`src/rtl/mw_rd_pkg.sv`:
```
package mw_rd_pkg;
  typedef enum logic [1:0] {
    ST_IDLE,
    ST_LOW,
    ST_HIGH,
    ST_TAIL
  } mw_state_e;

  localparam int unsigned PRE_W = 4;
  localparam logic [PRE_W-1:0] PRE_BITS = 4'b0110;
endpackage

```
`src/rtl/mw_phase_timer.sv`:
```
module mw_phase_timer #(
  parameter int unsigned PHASE_CYC = 2
) (
  input  logic clk_i,
  input  logic rst_ni,
  input  logic run_i,
  output logic tick_o
);
  localparam int unsigned CW = (PHASE_CYC > 1) ? $clog2(PHASE_CYC) : 1;
  localparam logic [CW-1:0] LAST = CW'(PHASE_CYC - 1);

  logic [CW-1:0] cnt_q;

  always_ff @(posedge clk_i or negedge rst_ni) begin
    if (!rst_ni)          cnt_q <= '0;
    else if (!run_i)      cnt_q <= '0;
    else if (cnt_q == LAST) cnt_q <= '0;
    else                  cnt_q <= cnt_q + 1'b1;
  end

  assign tick_o = run_i && (cnt_q == LAST);

  AST_PHASE_RANGE: assert property (@(posedge clk_i) disable iff (!rst_ni)
    cnt_q <= LAST) else $error("phase counter out of range");

  AST_IDLE_CNT_ZERO: assert property (@(posedge clk_i) disable iff (!rst_ni)
    !run_i |=> (cnt_q == '0)) else $error("phase counter not cleared");
endmodule

```
`src/rtl/mw_shift_unit.sv`:
```
module mw_shift_unit
  import mw_rd_pkg::*;
#(
  parameter int unsigned ADDR_W = 6,
  parameter int unsigned DATA_W = 16
) (
  input  logic              clk_i,
  input  logic              rst_ni,
  input  logic              load_i,
  input  logic [ADDR_W-1:0] addr_i,
  input  logic              shift_tx_i,
  input  logic              sample_i,
  input  logic              din_i,
  output logic              tx_bit_o,
  output logic [DATA_W-1:0] rx_word_o
);
  localparam int unsigned TX_W = PRE_W + ADDR_W;

  logic [TX_W-1:0]   tx_q;
  logic [DATA_W-1:0] rx_q;

  // zero fill: once preamble and address are out, the line stays low
  always_ff @(posedge clk_i or negedge rst_ni) begin
    if (!rst_ni)         tx_q <= '0;
    else if (load_i)     tx_q <= {PRE_BITS, addr_i};
    else if (shift_tx_i) tx_q <= {tx_q[TX_W-2:0], 1'b0};
  end

  always_ff @(posedge clk_i or negedge rst_ni) begin
    if (!rst_ni)       rx_q <= '0;
    else if (sample_i) rx_q <= {rx_q[DATA_W-2:0], din_i};
  end

  assign tx_bit_o  = tx_q[TX_W-1];
  assign rx_word_o = rx_q;

  AST_LOAD_SHIFT_EXCL: assert property (@(posedge clk_i) disable iff (!rst_ni)
    !(load_i && (shift_tx_i || sample_i))) else $error("load during shift");
endmodule

```
`src/rtl/mw_eeprom_reader.sv`:
```
module mw_eeprom_reader
  import mw_rd_pkg::*;
#(
  parameter int unsigned ADDR_W    = 6,
  parameter int unsigned DATA_W    = 16,
  parameter int unsigned PHASE_CYC = 2
) (
  input  logic              clk_i,
  input  logic              rst_ni,
  input  logic              start_i,
  input  logic [ADDR_W-1:0] addr_i,
  output logic              busy_o,
  output logic              done_o,
  output logic [DATA_W-1:0] rd_data_o,
  output logic              mem_cs_o,
  output logic              mem_sclk_o,
  output logic              mem_dout_o,
  input  logic              mem_din_i
);
  localparam int unsigned TX_W  = PRE_W + ADDR_W;
  localparam int unsigned TOTAL = TX_W + DATA_W;
  localparam int unsigned CNT_W = $clog2(TOTAL);
  localparam logic [CNT_W-1:0] LAST_BIT = CNT_W'(TOTAL - 1);
  localparam logic [CNT_W-1:0] RX_FIRST = CNT_W'(TX_W);

  mw_state_e        state_q;
  logic [CNT_W-1:0] bit_cnt_q;
  logic             done_q;
  logic             tick;
  logic             load, shift_tx, sample, tx_bit;
  logic             in_rx;

  assign in_rx    = (bit_cnt_q >= RX_FIRST);
  assign load     = (state_q == ST_IDLE) && start_i;
  assign shift_tx = (state_q == ST_HIGH) && tick && !in_rx;
  assign sample   = (state_q == ST_HIGH) && tick && in_rx;

  mw_phase_timer #(.PHASE_CYC(PHASE_CYC)) u_timer (
    .clk_i  (clk_i),
    .rst_ni (rst_ni),
    .run_i  (state_q != ST_IDLE),
    .tick_o (tick)
  );

  mw_shift_unit #(.ADDR_W(ADDR_W), .DATA_W(DATA_W)) u_shift (
    .clk_i      (clk_i),
    .rst_ni     (rst_ni),
    .load_i     (load),
    .addr_i     (addr_i),
    .shift_tx_i (shift_tx),
    .sample_i   (sample),
    .din_i      (mem_din_i),
    .tx_bit_o   (tx_bit),
    .rx_word_o  (rd_data_o)
  );

  always_ff @(posedge clk_i or negedge rst_ni) begin
    if (!rst_ni) begin
      state_q   <= ST_IDLE;
      bit_cnt_q <= '0;
      done_q    <= 1'b0;
    end else begin
      done_q <= 1'b0;
      unique case (state_q)
        ST_IDLE: if (start_i) begin
          state_q   <= ST_LOW;
          bit_cnt_q <= '0;
        end
        ST_LOW: if (tick) state_q <= ST_HIGH;
        ST_HIGH: if (tick) begin
          if (bit_cnt_q == LAST_BIT) state_q <= ST_TAIL;
          else begin
            bit_cnt_q <= bit_cnt_q + 1'b1;
            state_q   <= ST_LOW;
          end
        end
        ST_TAIL: if (tick) begin
          state_q <= ST_IDLE;
          done_q  <= 1'b1;
        end
        default: state_q <= ST_IDLE;
      endcase
    end
  end

  assign busy_o     = (state_q != ST_IDLE);
  assign done_o     = done_q;
  assign mem_cs_o   = (state_q != ST_IDLE);
  assign mem_sclk_o = (state_q == ST_HIGH);
  assign mem_dout_o = ((state_q == ST_LOW) || (state_q == ST_HIGH)) && tx_bit;

  AST_SCLK_NEEDS_CS: assert property (@(posedge clk_i) disable iff (!rst_ni)
    mem_sclk_o |-> mem_cs_o) else $error("clock without select");

  AST_CS_FALL_CLK_LOW: assert property (@(posedge clk_i) disable iff (!rst_ni)
    $fell(mem_cs_o) |-> (!mem_sclk_o && !$past(mem_sclk_o))) else $error("select fell with clock high");

  AST_DOUT_HOLD_HIGH: assert property (@(posedge clk_i) disable iff (!rst_ni)
    (mem_sclk_o && $past(mem_sclk_o)) |-> $stable(mem_dout_o)) else $error("data moved in high phase");

  AST_DONE_ONE_CYCLE: assert property (@(posedge clk_i) disable iff (!rst_ni)
    done_o |=> !done_o) else $error("done stretched");

  AST_DONE_NOT_BUSY: assert property (@(posedge clk_i) disable iff (!rst_ni)
    done_o |-> !busy_o) else $error("done while busy");

  AST_IDLE_QUIET: assert property (@(posedge clk_i) disable iff (!rst_ni)
    !busy_o |-> (!mem_cs_o && !mem_sclk_o && !mem_dout_o)) else $error("idle bus not quiet");

  AST_START_IGNORED: assert property (@(posedge clk_i) disable iff (!rst_ni)
    (busy_o && start_i && !tick) |=> $stable(bit_cnt_q)) else $error("start disturbed read");

  AST_RX_DOUT_LOW: assert property (@(posedge clk_i) disable iff (!rst_ni)
    (in_rx && (state_q == ST_LOW)) |-> !mem_dout_o) else $error("data out during receive");
endmodule

```
`config.mk`:
```
export PLATFORM = sky130hd
export DESIGN_NAME = mw_eeprom_reader
export DESIGN_NICKNAME = d
export VERILOG_FILES = /design/src/rtl/mw_rd_pkg.sv /design/src/rtl/mw_phase_timer.sv /design/src/rtl/mw_shift_unit.sv /design/src/rtl/mw_eeprom_reader.sv
export SDC_FILE = /design/constraint.sdc
export NUM_CORES = 1
export LEC_CHECK = 0
export BUFFER_PORTS_ARGS = -buffer_cell sky130_fd_sc_hd__buf_4
export CORE_AREA = 4 4 60 62
export CTS_BUF_LIST = sky130_fd_sc_hd__clkbuf_8
export CTS_CLUSTER_SIZE = 12
export DETAILED_ROUTE_END_ITERATION = 8
export DIE_AREA = 0 0 64 66
export GPL_ROUTABILITY_DRIVEN = 0
export PLACE_DENSITY = 0.85
export RECOVER_POWER = 100
export SYNTH_ARGS = -nofsm -noshare
export SYNTH_HDL_FRONTEND = slang
export SYNTH_HIERARCHICAL = 1
export SYNTH_SLANG_ARGS = --single-unit
```
`constraint.sdc`:
```
create_clock -name clk_i -period 2.3 [get_ports clk_i]
set_clock_uncertainty 0.1 [all_clocks]
set_input_delay 0.115 -clock clk_i [delete_from_list [all_inputs] [get_ports clk_i]]
set_output_delay 0.115 -clock clk_i [all_outputs]
set_load 0.01 [all_outputs]
```
# --- Word-level counts from Yosys, hierarchy flattened ---
# Cells that the tools add are included.
totals:
  input_bits: 10
  wordCells: 48
  regBits: 35
classes:
  n_reduce_logical: 14
  n_mux: 16
  eq_ne: 9
  magnitude_cmp: 1
  n_addsub: 2
ops:
  columns: ["cell", "count"]
  rows:
  - ["$mux 10", 2]
  - ["$mux 5", 3]
  - ["$mux 2", 5]
  - ["$pmux 5 s2", 1]
  - ["$ne 2x2->1 const B", 4]
  - ["$pmux 2 s4", 1]
  - ["$reduce_and 4->1", 2]
  - ["$logic_and 1x1->1", 6]
  - ["$reduce_bool 2->1", 3]
  - ["$add 5x1->5 const B", 1]
  - ["$eq 5x5->1 const B", 1]
  - ["$ge 5x4->1 const B", 1]
  - ["$eq 2x2->1 const B", 2]
  - ["$mux 1", 4]
  - ["$eq 2x1->1 const B", 1]
  - ["$logic_not 2->1", 1]
  - ["$ne 2x1->1 const B", 1]
  - ["$add 1x1->1 const B", 1]
  - ["$logic_not 1->1", 1]
  - ["$logic_or 1x1->1", 1]

# --- Logic depth before layout (Yosys ltp) ---
logic_depth:
  ltp_word: 6
  ltp_mapped: 9
  depth_no_buf: 8

# --- Hierarchy ---
# The synthesis kept the hierarchy.
modules_own_cells:
  columns: ["module", "area_each_um2", "seq_area_each_um2", "n_inst", "cells_per_inst"]
  rows:
  - ["mw_shift_unit", 1082.3, 650.6, 1, 72]
  - ["mw_eeprom_reader", 568.0, 200.2, 1, 63]
  - ["mw_phase_timer", 41.3, 25.0, 1, 3]

# --- Worst setup path after synthesis ---
# No wires, ideal clock.
synth_timing:
  path_kind: "reg2reg"
  start: "reg state_q[0]"
  end: "reg u_shift.rx_q[10], in the netlist u_shift/rx_word_o[10]"
  setup_ns: 0.125
  n_path_buf: 2
  slack_ns: 0.308
  stages_incl_launch_ff: 10
  required_time_ns: 2.075
  arrival_ns: 1.767
  cell_sequence: "dfrtp_1 > inv_1 > ha_1 > inv_1 > and2_2 > nand2_1 > nor2_1 > buf_6 > buf_12 > mux2_4"
synth_between:
  elab_chain_cells: 4
  word_cells_on_any_way: 5
  cone_classes: "eq/ne: 1; reduce/logical: 4"
synth_rtl:
  columns: ["element", "line_no", "rtl"]
  rows:
  - ["from (decl)", "mw_eeprom_reader.sv:26", "mw_state_e state_q;"]
  - ["from (signal assigned)", "mw_eeprom_reader.sv:59", "state_q <= ST_IDLE;"]
  - ["from (signal assigned)", "mw_eeprom_reader.sv:66", "state_q <= ST_LOW;"]
  - ["from (signal assigned)", "mw_eeprom_reader.sv:69", "ST_LOW: if (tick) state_q <= ST_HIGH;"]
  - ["$reduce_bool 2->1", null, null]
  - ["named net busy_o", "mw_eeprom_reader.sv:12", "output logic busy_o,"]
  - ["$logic_and 1x1->1", "mw_phase_timer.sv:21", "assign tick_o = run_i && (cnt_q == LAST);"]
  - ["named net tick", "mw_eeprom_reader.sv:29", "logic tick;"]
  - ["$logic_and 1x1->1 (2 in series)", "mw_eeprom_reader.sv:36", "assign sample = (state_q == ST_HIGH) && tick && in_rx;"]
  - ["named net sample", "mw_eeprom_reader.sv:30", "logic load, shift_tx, sample, tx_bit;"]
  - ["to (signal assigned)", "mw_shift_unit.sv:31", "else if (sample_i) rx_q <= {rx_q[DATA_W-2:0], din_i};"]
  - ["to (decl)", "mw_shift_unit.sv:20", "logic [DATA_W-1:0] rx_q;"]
# The timed path passes the listed nets, and every way through them passes these cells.
# A chain may end at the register's enable or synchronous reset.

# --- Final worst setup path ---
layout_timing:
  start: "reg bit_cnt_q[0]"
  end: "reg u_shift.tx_q[7]"
layout_between:
  elab_chain_cells: 4
layout_rtl:
  columns: ["element", "line_no", "rtl"]
  rows:
  - ["from (decl)", "mw_eeprom_reader.sv:27", "logic [CNT_W-1:0] bit_cnt_q;"]
  - ["from (signal assigned)", "mw_eeprom_reader.sv:73", "bit_cnt_q <= bit_cnt_q + 1'b1;"]
  - ["$ge 5x4->1", "mw_eeprom_reader.sv:33", "assign in_rx = (bit_cnt_q >= RX_FIRST);"]
  - ["$logic_not 1->1", "mw_eeprom_reader.sv:35", "assign shift_tx = (state_q == ST_HIGH) && tick && !in_rx;"]
  - ["$logic_and 1x1->1", "mw_eeprom_reader.sv:35", null]
  - ["named net shift_tx", "mw_eeprom_reader.sv:30", null]
  - ["$reduce_bool 2->1 (no line)", null, null]
  - ["to (signal assigned)", "mw_shift_unit.sv:25", "else if (load_i) tx_q <= {PRE_BITS, addr_i};"]
  - ["to (signal assigned)", "mw_shift_unit.sv:26", "else if (shift_tx_i) tx_q <= {tx_q[TX_W-2:0], 1'b0};"]
  - ["to (decl)", "mw_shift_unit.sv:19", "logic [TX_W-1:0] tx_q;"]
# The timed path passes the listed nets, and every way through them passes these cells.

==> results by stage <==
Outcome:
- The run finished with clean final reports.

Power and ir drop:
- VDD sags by at most 0.710 mV.
- The part of the power in registers is 41.0%.
- Of the total power, combinational logic draws 33.8%.
- Internal power comes to 1.43 mW.
- For this design the static power due to leakage is 0.960 nW.
- The power density normalized to cell area is 1050 nW/µm².
- In this run the power spent charging and discharging nets is 0.749 mW.
- The switching share of total power is 34.4%.
- Of the total power, the clock network draws 25.3%.
- The design draws 2.18 mW.

Floorplanning:
- The die is 64 µm wide.
- Once the floorplan was initialized, standard cells occupied 55.9% of the core.
- The top-level port count is 31.
- After floorplanning, the core was sized to cover 3030 µm².
- Measured along the y axis, the die boundary spans 66 µm.
- The count of standard-cell rows is 20.
- The die covers 4220 µm².

STA:
- The final worst-path cycle share is 94.9%.
- At the pin with the least slew margin, the transition time is 0.843 ns.
- The headroom to the max-slew limit is 43.8%.
- The final-report max-slew violation count is 0.
- Setup violations remaining at the end of the flow were counted as 0.
- For this run, the top clock speed supported by timing is 458 MHz.
- The final hold violation count is 0.
- The smallest clock period supported by the final layout is computed as 2.18 ns.
- Setup repair after global routing could not meet its margin everywhere.
- The worst hold margin is 0.133 ns.

Logic synthesis:
- The count of flip-flops with a built-in enable after synthesis is 0.
- For this run, asynchronously set or reset flops after synthesis account for 100%.
- The area share of and/or/nand/nor cells after synthesis is 14.2%.
- The dominant combinational cell family by area after synthesis is multiplexers.
- Summing every instance area after synthesis gives 1690 µm².
- The average cell area after synthesis is 12.3 µm².
- The adder and majority gate portion of the synthesized area is 5.18%.
- Yosys printed 6 warnings.
- The synthesized design devotes to its leading area cell type 51.8% of total area.
- The area share of xor/xnor cells in the synthesized design is 0%.
- The post-synthesis mux area share is 17.0%.
- The sequential cell area fraction in the yosys report is 51.8%.
- By area the synthesized netlist is led by dfrtp_1 (52%), mux2_4 (8.9%), ha_1 (5.2%).
- The count of distinct cell types in the synthesized netlist is 30.
- The synthesized netlist net count is 155.
- The number of instances in the synthesized netlist is 138.
- The synthesized netlist devotes 6.80% of its cell area to compound gates.
- For this run, the leading register cell type out of synthesis is dfrtp_1.
- The biggest area consumer among synthesized cells is dfrtp_1.
- The number of storage elements in the synthesis netlist is 35.

Hold path:
- The worst hold path belongs to the class input pin to register.

Drt:
- The post-route DRC violation count is 0.
- The count of TritonRoute iterations in the first routing pass is 4.
- The routed wirelength normalized by instance count is 14.7 µm.
- Summing over every cut layer, the via total after detailed routing is 1152.
- Using the TritonRoute via totals, the vias-per-cell ratio works out to 5.12.
- Summed over all layers, the routed wires come to 3310 µm.
- The detailed router finished its first iteration with 58 violations.
- The antenna violation net count after detailed routing is 0.

Critical path:
- Data arrives at the worst endpoint at 2.26 ns.
- The required time of the critical path is 2.38 ns.
- The worst setup path is captured at a register.
- Of all nets on the critical path, the largest fanout is 12.
- The worst setup path is launched from a register.
- The critical path class is register to register.

Clocking:
- Counting along the longest clock path gives a buffer depth of 2.
- The count of buffers added by post-CTS timing repair for setup is 0.
- The TritonCTS clock tree is yes.
- The number of clock buffers added by TritonCTS is 5.
- The H-tree was split into 2 levels.
- The clock slew at the register clock pins of the worst setup and hold paths is 0.07 ns.
- For this design, the sink count on the clock tree is 35.
- The clock root buffer is clkbuf_8.
- The clock insertion delay at the later pin of the skew report is 0.29 ns.

Global routing:
- The via count of the first global-routing pass is 1193.
- The first global-routing pass estimated 5620 µm of wire.
- The initial antenna violation count is 0.
- The total overflow reported by the global router is 0.
- Entering global routing, the biggest net connects 36 pins.
- Global routing consumed, over all layers together, 17.8% of the routing resources.

Placed design:
- The port buffer count is 30.
- Summing all placed instances gives a cell area of 1940 µm².
- The number of placed instances, taps included, is 209.
- The detailed-placement wirelength estimate is 2330 µm.

Layout:
- Leaving out fill and tap cells, the most frequent cells in the layout are dfrtp_1 (34), clkbuf_1 (18), buf_4 (13).
- The area growth from synthesis to layout is 22.0%.
- The antenna diode count is 0.
- The layout net count is 197.
- Of the cells placed in the final design, the portion with a size suffix greater than 1 is 25.4%.
- The final design area excluding fillers is 2060 µm².
- The final non-filler cell total is 225.
- The most frequent standard cell in the layout excluding fill and tap cells is dfrtp_1.
- For this run, the share of the core covered by cells in the final layout is 68.1%.

Run:
- Across the run, the number of max-cap violations was 0.
[sequential cells by signal, indices dropped and copies added (netlist names)]
| signal | cells |
|---|---|
| bit_cnt_q | 5 |
| done_o | 1 |
| u_shift/tx_q | 10 |
| u_timer/cnt_q | 1 |
| u_shift/rx_word_o | 16 |
| state_q | 2 |
[final timing paths]
check,from,end,slack (ns),depth (start not counted)
max in group asynchronous,rst_ni,state_q[1],1.16,2
min in group asynchronous,rst_ni,u_shift/rx_word_o[15],0.36,2
max,bit_cnt_q[0],u_shift/tx_q[7],0.12,8
max reg2reg,bit_cnt_q[0],u_shift/tx_q[7],0.12,8
min reg2reg,u_shift/tx_q[7],u_shift/tx_q[8],0.40,1
min,start_i,state_q[0],0.13,4
[worst max-delay path, stage by stage, from the launching register on]
cell	delay [ns]
dfrtp_1	0.40
inv_1	0.09
ha_1	0.19
or3_1	0.35
a21oi_1	0.21
and3_1	0.18
buf_4	0.20
nor2b_1	0.07
a211o_1	0.27
[what timing repair did]
action / 4_1_cts / 5_1_grt
endpoints found under the hold margin: 42 / 0
gates resized for setup: 0 / 2
hold buffers: 8 / 0
endpoints found under the setup margin: 0 / 16
[cells by family after synthesis]
kind of cell,after synthesis
simple gates,42
flops,35
mux,23
compound gates,19
buf+inv,12
fa+ha+maj,7
[cell type report]
| class | instances | area [µm²] |
|---|---|---|
| Fill cell | 241 | 965 |
| Sequential cell | 35 | 877 |
| Multi-Input combinational cell | 91 | 726 |
| Timing Repair Buffer | 41 | 270 |
| Clock buffer | 5 | 68.8 |
| Tap cell | 44 | 55.1 |
| Clock inverter | 3 | 43.8 |
| Inverter | 6 | 22.5 |
[through the flow]
step           setup WS, ns  setup TNS, ns
2_1_floorplan         0.308              0
3_3_place_gp          0.194              0
3_5_place_dp          0.126              0
4_1_cts               0.103              0
5_1_grt           -0.000286      -0.000286
6_report              0.117              0
[synth_stat cells, types with 2 or more instances]
library cell,instances
nand2_1,12
mux2_4,10
nor2b_1,3
and2_1,3
nor2_1,8
nand3_1,4
buf_4,2
a211o_1,3
nor2b_4,2
a31oi_1,2
o21ai_1,3
mux2_2,6
nor3_1,3
dfrtp_1,35
buf_6,2
inv_1,6
o22ai_1,2
o21ai_0,7
and2b_2,2
mux2i_1,7
ha_1,7
[layer usage]
layer | vias to the layer above | part of all wire [%] | GRT usage, %
met5 | - | 0 | 0
li1 | 557 | - | -
met2 | 31 | 48 | 27.9
met4 | 0 | 2.0 | 8.63
met1 | 558 | 44 | 21.6
met3 | 6 | 5.7 | 6.80
[power by group through the flow]
| stage | Sequential [mW] | Combinational [mW] | Clock [mW] |
|---|---|---|---|
| after floorplan | 0.871 | 0.565 | 0 |
| final | 0.891 | 0.735 | 0.550 |
| after detailed placement | 0.893 | 0.778 | 0 |
| after CTS | 0.889 | 0.789 | 0.561 |
| after global placement | 0.883 | 0.731 | 0 |
| after global routing | 0.914 | 0.836 | 0.600 |
No activity file was read; power rests on OpenSTA's default activity.
